### config.mk
export PLATFORM = sky130hd
export DESIGN_NAME = pal_fixed_or
export DESIGN_NICKNAME = d
export VERILOG_FILES = /design/src/rtl/pal_pkg.sv /design/src/rtl/pal_fuse_store.sv /design/src/rtl/pal_and_plane.sv /design/src/rtl/pal_or_plane.sv /design/src/rtl/pal_fixed_or.sv
export SDC_FILE = /design/constraint.sdc
export NUM_CORES = 1
export LEC_CHECK = 0
export BUFFER_PORTS_ARGS = -buffer_cell sky130_fd_sc_hd__buf_2
export CAP_MARGIN = 20
export CELL_PAD_IN_SITES_DETAIL_PLACEMENT = 0
export CELL_PAD_IN_SITES_GLOBAL_PLACEMENT = 1
export CORE_MARGIN = 3
export CORE_UTILIZATION = 45
export CTS_BUF_LIST = sky130_fd_sc_hd__clkbuf_16
export CTS_CLUSTER_SIZE = 16
export DETAILED_ROUTE_END_ITERATION = 8
export PLACE_DENSITY = 0.8
export SETUP_SLACK_MARGIN = 0.02
export SYNTH_ARGS = -nofsm -noshare
export SYNTH_HDL_FRONTEND = slang
export SYNTH_HIERARCHICAL = 1
export SYNTH_SLANG_ARGS = --single-unit
### constraint.sdc
create_clock -name clk -period 2.51 [get_ports clk]
set_clock_uncertainty 0.05 [all_clocks]
set_input_delay 0.6275 -clock clk [delete_from_list [all_inputs] [get_ports clk]]
set_output_delay 0.6275 -clock clk [all_outputs]
set_load 0.05 [all_outputs]
### src/rtl/pal_pkg.sv
package pal_pkg;

  localparam logic [1:0] FC_OPEN = 2'b00;
  localparam logic [1:0] FC_INV  = 2'b01;
  localparam logic [1:0] FC_TRUE = 2'b10;
  localparam logic [1:0] FC_KILL = 2'b11;

  // Contribution of one input literal to a product term.
  function automatic logic lit_pass(input logic [1:0] code, input logic x);
    logic r;
    case (code)
      FC_OPEN: r = 1'b1;
      FC_INV:  r = ~x;
      FC_TRUE: r = x;
      default: r = 1'b0;
    endcase
    return r;
  endfunction

endpackage

### src/rtl/pal_fuse_store.sv
module pal_fuse_store #(
  parameter int N_TERMS = 8,
  parameter int FUSE_W  = 8,
  parameter int IDX_W   = 4
) (
  input  logic                        clk,
  input  logic                        rst_n,
  input  logic                        we,
  input  logic [IDX_W-1:0]            idx,
  input  logic [FUSE_W-1:0]           wdata,
  output logic [N_TERMS*FUSE_W-1:0]   fuse_map,
  output logic [N_TERMS-1:0]          hit_vec
);

  for (genvar t = 0; t < N_TERMS; t++) begin : g_row
    logic [FUSE_W-1:0] row_q;
    logic              sel;
    assign sel = we && (idx == IDX_W'(t));
    always_ff @(posedge clk or negedge rst_n) begin
      if (!rst_n)   row_q <= '1;
      else if (sel) row_q <= wdata;
    end
    assign fuse_map[t*FUSE_W +: FUSE_W] = row_q;
    assign hit_vec[t] = sel;
  end

endmodule

### src/rtl/pal_and_plane.sv
module pal_and_plane
  import pal_pkg::*;
#(
  parameter int N_IN    = 4,
  parameter int N_TERMS = 8
) (
  input  logic [N_TERMS*2*N_IN-1:0] fuse_map,
  input  logic [N_IN-1:0]           din,
  output logic [N_TERMS-1:0]        term_vec
);

  localparam int FUSE_W = 2 * N_IN;

  for (genvar t = 0; t < N_TERMS; t++) begin : g_term
    logic [FUSE_W-1:0] row;
    logic              prod;
    assign row = fuse_map[t*FUSE_W +: FUSE_W];
    always_comb begin
      prod = 1'b1;
      for (int i = 0; i < N_IN; i++) begin
        prod = prod & lit_pass(row[2*i +: 2], din[i]);
      end
    end
    assign term_vec[t] = prod;
  end

endmodule

### src/rtl/pal_or_plane.sv
module pal_or_plane #(
  parameter int N_OUT          = 3,
  parameter int TERMS [N_OUT]  = '{3, 3, 2},
  parameter int N_TERMS        = 8
) (
  input  logic [N_TERMS-1:0] term_vec,
  output logic [N_OUT-1:0]   dout
);

  function automatic int base_of(input int o);
    int s;
    s = 0;
    for (int k = 0; k < o; k++) s += TERMS[k];
    return s;
  endfunction

  function automatic logic [N_TERMS-1:0] group_mask(input int base, input int cnt);
    logic [N_TERMS-1:0] m;
    m = '0;
    for (int k = 0; k < N_TERMS; k++) begin
      if (k >= base && k < base + cnt) m[k] = 1'b1;
    end
    return m;
  endfunction

  for (genvar o = 0; o < N_OUT; o++) begin : g_out
    localparam int                 BASE = base_of(o);
    localparam logic [N_TERMS-1:0] MASK = group_mask(BASE, TERMS[o]);
    assign dout[o] = |(term_vec & MASK);
  end

endmodule

### src/rtl/pal_fixed_or.sv
module pal_fixed_or #(
  parameter int N_IN          = 4,
  parameter int N_OUT         = 3,
  parameter int TERMS [N_OUT] = '{3, 3, 2}
) (
  input  logic                                   clk,
  input  logic                                   rst_n,
  input  logic                                   cfg_we,
  input  logic [$clog2(TERMS[0]+TERMS[1]+TERMS[2]+1)-1:0] cfg_term,
  input  logic [2*N_IN-1:0]                      cfg_fuses,
  input  logic [N_IN-1:0]                        din,
  output logic [N_OUT-1:0]                       dout
);

  function automatic int total_terms();
    int s;
    s = 0;
    for (int k = 0; k < N_OUT; k++) s += TERMS[k];
    return s;
  endfunction

  localparam int P      = total_terms();
  localparam int FUSE_W = 2 * N_IN;
  localparam int IDX_W  = $bits(cfg_term);

  logic [P*FUSE_W-1:0] fuse_map;
  logic [P-1:0]        hit_vec;
  logic [P-1:0]        term_vec;

  pal_fuse_store #(.N_TERMS(P), .FUSE_W(FUSE_W), .IDX_W(IDX_W)) u_store (
    .clk(clk), .rst_n(rst_n), .we(cfg_we), .idx(cfg_term), .wdata(cfg_fuses),
    .fuse_map(fuse_map), .hit_vec(hit_vec)
  );

  pal_and_plane #(.N_IN(N_IN), .N_TERMS(P)) u_and (
    .fuse_map(fuse_map), .din(din), .term_vec(term_vec)
  );

  pal_or_plane #(.N_OUT(N_OUT), .TERMS(TERMS), .N_TERMS(P)) u_or (
    .term_vec(term_vec), .dout(dout)
  );

endmodule

==> metrics.yaml, run 1 <==
global_route:
  antenna_found_initial: 0
  grt_pass1_vias: 1789
  gr-total-overflow: 0
  grt_pass1_wl_um: 9749
  grt_usage_pct: 17.49
  grt_max_degree: 29
clocking:
  htreeDepth: 3
  cts_hold_buf: 0
  ctsRootBufferMaster: "clkbuf_16"
  ctsLongestPathBuffers: 2
  cts_buffers: 9
  clk_pin_slew_worst_paths_ns: 0.05
  cts_num_sinks: 64
  clock_latency_ns: 0.32
  cts_setup_buffers: 0
  tritoncts: "done"
sta:
  tns_ns: 0
  fin_crit_ns: 2.465
  drv_slew: 0
  max_freq_ghz: 0.4057
  rsz0062_at_grt: "yes"
  timing.final.hold_violations: 0
  finalSetupViolCount: 0
  period_share_pct: 98.21
  tightest_slew_ns: 0.5309
  relSlewSlack_pct: 64.61
floorplanning:
  dieWidth_um: 88.39
  initial_core_util_pct: 47.29
  rows: 29
  io_pins: 22
  coreArea_um2: 6459
  dieArea_um2: 7812
  die_h_um: 88.39
setup_path:
  required_ns: 1.83
  endpoint_kind: "output pin"
  cp-start-kind: "input pin"
  critPathKind: "input pin to output pin"
  crit_path_max_fanout: 4
  critPathArrivalTime_ns: 1.79
final_layout:
  final_cells: 302
  top_regs: "u_store/g_row.row_q x64"
  largest-register: "u_store/g_row.row_q"
  drive_gt1_share_pct: 76.00
  multi_input_area_um2: 1242
  fillerInstances: 550
  num_antenna_cells: 0
  largest_reg_flops: 64
  stdcell_area_um2: 3490
  syn_to_final_growth_pct: 14.26
  regArea_um2: 1682
  final_nets: 242
pwr:
  power_leakage_uw: 0.001501
  internal-power_uw: 2425
  peakVddDrop_mv: 0.5196
  switchingPower_uw: 805.6
  p_total_uw: 3231
  pwr-share-clk_pct: 31.9
  p_comb_share_pct: 19.7
  power_density_nw_per_um2: 925.8
  swShare_pct: 24.94
  p_seq_share_pct: 48.3
placement:
  place_area_um2: 3236
  gp_congestion: 0.7388
  hpwlAfterDp_um: 4136
  io_buffers: 21
  place_inst: 289
detailed_routing:
  vias_per_cell: 5.417
  drt-total-wl_um: 5843
  drc: 0
  vias: 1636
  drt-initial-drc-count: 46
  drtPass1Iterations: 4
  ant_nets: 0
  routedWlPerCell_um: 19.35
outcome:
  status: "completed"
run:
  cap_violations: 0
synthesis:
  syn-num-nets: 218
  synth_area_um2: 3054
  syn_inst: 199
  yosysWarnings: 6
  syn_area_per_cell_um2: 15.35
min_path:
  hold_class: "input pin to asynchronous set/reset pin"
==> path summary, 6_finish.rpt <==
kind,endpoint,cells after the start,from,slack [ns]
worst max register to register,u_store/g_row[0].row_q[2],1,u_store/g_row[0].row_q[2],1.74
worst min-delay path,u_store/g_row[0].row_q[7],1,rst_n,0.53
max in group asynchronous,u_store/g_row[6].row_q[1],2,rst_n,1.54
worst max-delay path,dout[0],6,din[3],0.05
worst min register to register,u_store/g_row[7].row_q[4],1,u_store/g_row[7].row_q[4],0.56
min in group clk,u_store/g_row[7].row_q[4],1,u_store/g_row[7].row_q[4],0.56
==> metal layers <==
metal | vias up | wire [um] | GRT usage [%]
met1 | 840 | 2872 | 24.57
met3 | 6 | 266 | 6.704
met2 | 30 | 2661 | 25.97
li1 | 760 | - | -
met4 | 0 | 43 | 3.709
met5 | - | 0 | 0
==> through the flow <==
step	hold WS, ns	setup WS (ns)	utilization (%)
after floorplan	0.4297	0.09258	-
after global placement	0.5557	0.03232	50.10
after detailed placement	0.5583	0.009522	50.10
after CTS	0.5482	0.02353	53.86
after global routing	0.5696	0.01200	54.03
final	0.5302	0.04501	54.03
==> what timing repair did <==
item | CTS | global route
hold endpoints to repair | 0 | 0
resized for setup | 0 | 6
setup endpoints to repair | 0 | 3
==> final cells by class <==
cell class | count | area share (%)
flip-flops and latches | 64 | 48.19
multi-input cells | 119 | 35.60
repair buffers | 29 | 6.490
clock buffers | 9 | 6.454
well taps | 77 | 2.761
clock inverters | 4 | 0.5020
==> placed cells by master, fill, tap and decap left out, types with 2 or more instances in the layout <==
cell and instances:
mux2i_1 32, mux2_4 8, inv_1 2, nand3b_1 3, buf_12 4, clkbuf_16 9
buf_2 18, or3_1 4, dfstp_2 64, nor2_2 2, buf_4 5, nor3b_1 3
mux2_2 56, clkinv_2 2, and4_1 8
==> worst max-delay path, stage by stage <==
cell     delay [ns]
buf_2          0.12
buf_4          0.16
mux2i_1        0.11
and4_1         0.19
or3_1          0.37
buf_4          0.20
==> power groups by stage <==
stage	registers, uW	logic (uW)	clock network (uW)
6_report	1560	637	1030
3_3_place_gp	1570	610	0
4_1_cts	1560	625	1070
2_1_floorplan	1540	512	0
3_5_place_dp	1580	624	0
5_1_grt	1600	690	1110
Note: power is estimated with default switching activity, not from simulation.
==> run 2, diff against run 1 <==
--- a/config.mk
+++ b/config.mk
@@ -14,7 +14,7 @@
 export CTS_BUF_LIST = sky130_fd_sc_hd__clkbuf_16
 export CTS_CLUSTER_SIZE = 16
 export DETAILED_ROUTE_END_ITERATION = 8
-export PLACE_DENSITY = 0.8
+export PLACE_DENSITY_LB_ADDON = 0.1
 export SETUP_SLACK_MARGIN = 0.02
 export SYNTH_ARGS = -nofsm -noshare
 export SYNTH_HDL_FRONTEND = slang
==> run 2 against run 1 <==
Net effect:
- die area did not move
- fmax rose by 1.9%
- flip-flop and latch count did not move
- routed wire length rose by 2.1%
- worst hold slack improved by 0.034 ns
- highest routed layer unchanged
- critical endpoint is now dout[1]
- cell count fell by 0.66%
- register-to-register slack got worse by 0.03 ns
- sequential share of layout area rose by 0.52 points
- critical path depth fell by 1
==> metrics.yaml, run 2 (synthesized netlist as in run 1, its figures left out) <==
final_layout:
  drive_gt1_share_pct: 75.34  # -0.66 points
  final_nets: 237  # -2.1%
  largest-register: "u_store/g_row.row_q"
  top_regs: "u_store/g_row.row_q x64"
  largest_reg_flops: 64  # unchanged
  layout_common_cells: "dfstp_2, mux2_2, mux2i_1"
  layout_commonest_cell: "dfstp_2"
  syn_to_final_growth_pct: 13.03
  num_antenna_cells: 0  # unchanged
detailed_routing:
  ant_nets: 0  # unchanged
  vias: 1650  # +0.86%
  routedWlPerCell_um: 19.89  # +2.8%
  drt-initial-drc-count: 42  # -8.7%
  drtPass1Iterations: 4  # unchanged
  drc: 0  # unchanged
  vias_per_cell: 5.500  # +1.5%
  drt-total-wl_um: 5967  # +2.1%
clocking:
  cts_buffers: 9  # unchanged
  clk_pin_slew_worst_paths_ns: 0.05  # about the same
  htreeDepth: 3  # unchanged
  clock_latency_ns: 0.31  # about the same
  cts_setup_buffers: 0  # unchanged
  cts_num_sinks: 64  # unchanged
  ctsLongestPathBuffers: 2  # unchanged
  tritoncts: "done"
  ctsRootBufferMaster: "clkbuf_16"
  cts_hold_buf: 0  # unchanged
min_path:
  hold_class: "flop to flop"
sta:
  tightest_slew_ns: 0.6376  # +0.1068 ns
  drv_slew: 0  # unchanged
  max_freq_ghz: 0.4136  # +1.9%
  period_share_pct: 96.33  # -1.9 points
  tns_ns: 0  # unchanged
  finalSetupViolCount: 0  # unchanged
  rsz0062_at_grt: "no"
  fin_ws_ns: 0.09203  # +0.04702 ns
  fin_crit_ns: 2.418  # -0.04702 ns
  timing.final.hold_violations: 0  # unchanged
  relSlewSlack_pct: 57.49  # -7.1 points
pwr:
  swShare_pct: 24.52  # -0.42 points
  power_leakage_uw: 0.001486  # -0.98%
  pwr-share-clk_pct: 34.6  # +2.7 points
  switchingPower_uw: 816.1  # +1.3%
  p_comb_share_pct: 18.3  # -1.4 points
  peakVddDrop_mv: 0.4828  # -7.1%
  internal-power_uw: 2512  # +3.6%
  p_seq_share_pct: 47.1  # -1.2 points
  power_density_nw_per_um2: 964.2  # +4.1%
setup_path:
  required_ns: 1.83  # about the same
  cp-start-kind: "input pin"
  crit_path_max_fanout: 8  # +4
  endpoint_kind: "output pin"
  critPathKind: "input pin to output pin"
  critPathArrivalTime_ns: 1.74  # -0.05 ns
  crit_chain: "clkbuf_4 > mux2i_1 > and4_1 > or3_1 > buf_2"
  crit_path_max_incr_delay_ns: 0.37  # about the same
  crit_path_top_delay_cell: "or3_1"
global_route:
  grt_pass1_vias: 1781  # -0.45%
  grt_max_degree: 38  # +31%
  grt_usage_pct: 16.82  # -0.67 points
  use_met3_pct: 3.166  # -3.5 points
  grtUsageMet1_pct: 21.80  # -2.8 points
  top_usage_layer: "met2"
  gr-total-overflow: 0  # unchanged
  met2_usage_pct: 28.14  # +2.2 points
  grt_pass1_wl_um: 9508  # -2.5%
  antenna_found_initial: 0  # unchanged
placement:
  hpwlAfterDp_um: 4306  # +4.1%
  gp_congestion: 0.8012  # +8.4%
  dp_slack_ns: 0.002593  # -0.006929 ns
  io_buffers: 21  # unchanged
floorplanning:
  dieWidth_um: 88.39  # unchanged
  coreArea_um2: 6459  # unchanged
  dieArea_um2: 7812  # unchanged
  rows: 29  # unchanged
  die_h_um: 88.39  # unchanged
  io_pins: 22  # unchanged
  initial_core_util_pct: 47.29  # unchanged
run:
  cap_violations: 0  # unchanged
outcome:
  status: "completed"
## run 2: power by group through the flow
stage                     clock (uW)  combinational, uW  sequential (uW)
final                           1150                609             1570
after detailed placement           0                614             1580
after CTS                       1190                618             1570
after global routing            1240                658             1600
after floorplan                    0                512             1540
after global placement             0                595             1570
## run 2: worst max-delay path, delay by kind of cell
family	cells	cell delay (ns)
and+or+nand+nor	2	0.54
muxes	1	0.15
buffers and inverters	2	0.41
## run 2: layer usage
metal	vias to the layer above	wire length [um]
li1	760	-
met1	859	2657
met2	22	3074
met3	9	152
met4	0	82
met5	-	0
## run 2: worst paths after layout
path	end	from	depth (start not counted)	slack, ns
hold / removal	u_store/g_row[7].row_q[7]	u_store/g_row[7].row_q[7]	1	0.56
hold reg to reg	u_store/g_row[7].row_q[7]	u_store/g_row[7].row_q[7]	1	0.56
min in group asynchronous	u_store/g_row[2].row_q[7]	rst_n	1	0.65
setup / recovery	dout[1]	din[0]	5	0.09
max in group asynchronous	u_store/g_row[6].row_q[0]	rst_n	2	1.45
setup reg to reg	u_store/g_row[4].row_q[7]	u_store/g_row[4].row_q[7]	1	1.71
## run 2: through the flow
step	std cells	area, um^2	utilization, %	total power, uW	hold slack (ns)
final	300	3452	53.45	3328	0.5645
after global routing	300	3452	53.45	3500	0.5734
after CTS	300	3445	53.33	3376	0.5664
after detailed placement	284	3161	48.93	2197	0.5589
after global placement	284	3161	48.93	2162	0.5557
after floorplan	199	3054	-	2049	0.4297
## run 2: layout make-up
type	count	area (um^2)
Clock buffer	9	225.2
Tap cell	77	96.34
Multi-Input combinational cell	119	1242
Timing Repair Buffer	24	150.1
Fill cell	545	3007
Clock inverter	7	56.30
Sequential cell	64	1682
## run 2: timing repair
| action | CTS | global route |
|---|---|---|
| endpoints found under the setup margin | 1 | 2 |
| gates resized for setup | 1 | 3 |
| pin swaps | 0 | 0 |
==> run 3, diff against run 2 <==
--- a/config.mk
+++ b/config.mk
@@ -5,12 +5,13 @@
 export SDC_FILE = /design/constraint.sdc
 export NUM_CORES = 1
 export LEC_CHECK = 0
+export ABC_AREA = 1
 export BUFFER_PORTS_ARGS = -buffer_cell sky130_fd_sc_hd__buf_2
 export CAP_MARGIN = 20
 export CELL_PAD_IN_SITES_DETAIL_PLACEMENT = 0
 export CELL_PAD_IN_SITES_GLOBAL_PLACEMENT = 1
-export CORE_MARGIN = 3
-export CORE_UTILIZATION = 45
+export CORE_MARGIN = 4
+export CORE_UTILIZATION = 40
 export CTS_BUF_LIST = sky130_fd_sc_hd__clkbuf_16
 export CTS_CLUSTER_SIZE = 16
 export DETAILED_ROUTE_END_ITERATION = 8
==> constraint.sdc (replaced) <==
create_clock -name clk -period 1.99 [get_ports clk]
set_clock_uncertainty 0.05 [all_clocks]
set_input_delay 0.4975 -clock clk [delete_from_list [all_inputs] [get_ports clk]]
set_output_delay 0.4975 -clock clk [all_outputs]
set_load 0.05 [all_outputs]
==> run 3 against run 2 <==
Net effect:
- the flow now finishes with violations (setup timing)
- critical path depth grew 2
- clock-buffer cell count is the same
- power grew 37%
- worst hold slack lost 0.17 ns
- die area grew 41%
- first-iteration DRC count grew to 3.2 times the previous value
- routed wire length grew 66%
- core utilization shrank 6.8 points
- flip-flop and latch count is the same
- largest power group unchanged
==> metrics.yaml, run 3 <==
clocking:
  cts_buffers: 9  # unchanged
  clk_pin_slew_worst_paths_ns: 0.06  # about the same
  cts_num_sinks: 64  # unchanged
  htreeDepth: 3  # unchanged
  tritoncts: "done"
  clock_latency_ns: 0.32  # about the same
  ctsLongestPathBuffers: 2  # unchanged
  ctsRootBufferMaster: "clkbuf_16"
detailed_routing:
  drc: 0  # unchanged
  drtPass1Iterations: 4  # unchanged
  routedWlPerCell_um: 15.17  # -24%
  ant_nets: 0  # unchanged
  vias_per_cell: 4.632  # -16%
  drt-total-wl_um: 9906  # +66%
  drt-initial-drc-count: 136  # +220%
  vias: 3025  # +83%
sta:
  max_freq_ghz: 0.4849
  holdWs_ns: 0.3923  # -0.1722 ns
  rsz0062_at_grt: "yes"
  drv_slew: 0  # unchanged
  tightest_slew_ns: 0.3525  # -0.2851 ns
  period_share_pct: 103.6
  fin_crit_ns: 2.062
  relSlewSlack_pct: 76.50  # +19 points
  timing.final.hold_violations: 0  # unchanged
  finalSetupViolCount: 3  # +3
  fin_ws_ns: -0.07233  # -0.1644 ns
final_layout:
  layout_commonest_cell: "nand2_1"
  num_antenna_cells: 0  # unchanged
  syn_to_final_growth_pct: 14.25
  largest-register: "u_store/g_row.row_q"
  layout_common_cells: "nand2_1, inv_1, dfstp_2"
  largest_reg_flops: 64  # unchanged
  top_regs: "u_store/g_row.row_q x64"
  final_nets: 556  # +130%
  drive_gt1_share_pct: 28.41  # -47 points
setup_path:
  path_buf_inv: 2  # unchanged
  regToRegSetupSlack_ns: 1.04  # -0.67 ns
  required_ns: 1.44  # -0.39 ns
  critPathKind: "flop to output pin"
  crit_chain: "inv_2 > nand2_1 > nand2_1 > nand2_1 > nor2_2 > or2_4 > buf_8"
  crit_path_max_fanout: 2  # -6
  crit_path_max_incr_delay_ns: 0.53  # +0.16 ns
  critPathArrivalTime_ns: 1.51  # -0.23 ns
  reg2reg_depth: 4  # +3
  endpoint_kind: "output pin"
  cp_top_family: "flip-flops"
  crit_path_top_delay_cell: "dfstp_2"
  cp_common_cell: "nand2_1"
  cp.depth: 7  # +2
  cp-start-kind: "flop"
pwr:
  power_leakage_uw: 0.002250  # +51%
  peakVddDrop_mv: 0.5198  # +7.7%
  p_total_uw: 4561  # +37%
  power_density_nw_per_um2: 1062  # +10%
synthesis:
  syn-num-nets: 541  # +150%
  synth_area_um2: 3757  # +23%
  yosysWarnings: 6  # unchanged
  syn_inst: 522  # +160%
  syn_area_per_cell_um2: 7.198  # -53%
floorplanning:
  rows: 35  # +21%
  dieWidth_um: 104.9  # +19%
  coreArea_um2: 9196  # +42%
  io_pins: 22  # unchanged
  initial_core_util_pct: 40.86  # -6.4 points
  dieArea_um2: 11010  # +41%
  die_h_um: 104.9  # +19%
global_route:
  grt_usage_pct: 18.86  # +2.0 points
  grt_pass1_wl_um: 16100  # +69%
  grt_max_degree: 65  # +71%
  antenna_found_initial: 0  # unchanged
  gr-total-overflow: 0  # unchanged
  grt_pass1_vias: 2940  # +65%
outcome:
  status: "complete, but fails checks"
  violations: "setup timing"
min_path:
  hold_class: "input pin to asynchronous set/reset pin"
placement:
  io_buffers: 21  # unchanged
  hpwlAfterDp_um: 6401  # +49%
  dp_slack_ns: -0.2050  # -0.2076 ns
  gp_congestion: 0.7679  # -4.2%
run:
  cap_violations: 0  # unchanged
[run 3: layout make-up]
cell class | instances | area [um^2]
fillers | 955 | 4903
flip-flops and latches | 64 | 1682
multi-input cells | 336 | 1550
inverters | 91 | 345.3
repair buffers | 35 | 264.0
clock buffers | 9 | 225.2
well taps | 111 | 138.9
clock inverters | 7 | 87.58
[run 3: path summary, 6_finish.rpt]
| check | endpoint | from |
|---|---|---|
| min reg2reg | u_store/g_row[1].row_q[2] | u_store/g_row[1].row_q[2] |
| max reg2reg | u_store/g_row[6].row_q[1] | u_store/g_row[6].row_q[1] |
| max | dout[2] | u_store/g_row[6].row_q[3] |
| min | u_store/g_row[7].row_q[4] | rst_n |
| max in group asynchronous | u_store/g_row[5].row_q[4] | rst_n |
| min in group clk | u_store/g_row[1].row_q[2] | u_store/g_row[1].row_q[2] |
[run 3: timing repair]
item / CTS / global route
setup endpoints to repair: 3 / 3
hold buffers: 0 / 0
gates resized for setup: 11 / 10
buffers inserted: 0 / 2
pin swaps: 5 / 12
endpoints found under the hold margin: 0 / 0
[run 3: metal layers]
layer	part of all wire [%]	track usage [%]
met5	0	0
met4	0.31	4.780
met3	4.9	3.582
met2	47	29.74
met1	47	26.65
[run 3: through the flow]
stage	setup TNS (ns)	instances	instance area, um^2	utilization, %
finish	-0.1302	653	4293	46.68
global placement	-0.4127	635	3924	42.67
global route	-0.3954	653	4293	46.68
CTS	-0.1805	651	4267	46.39
floorplan	0	522	3765	-
detailed placement	-0.4245	635	3924	42.67
[run 3: power by group]
group          switching [uW]  total (uW)  internal, uW
clock network             577        1660          1080
registers                 151        1930          1780
logic                     592         970           377
total                    1320        4560          3240
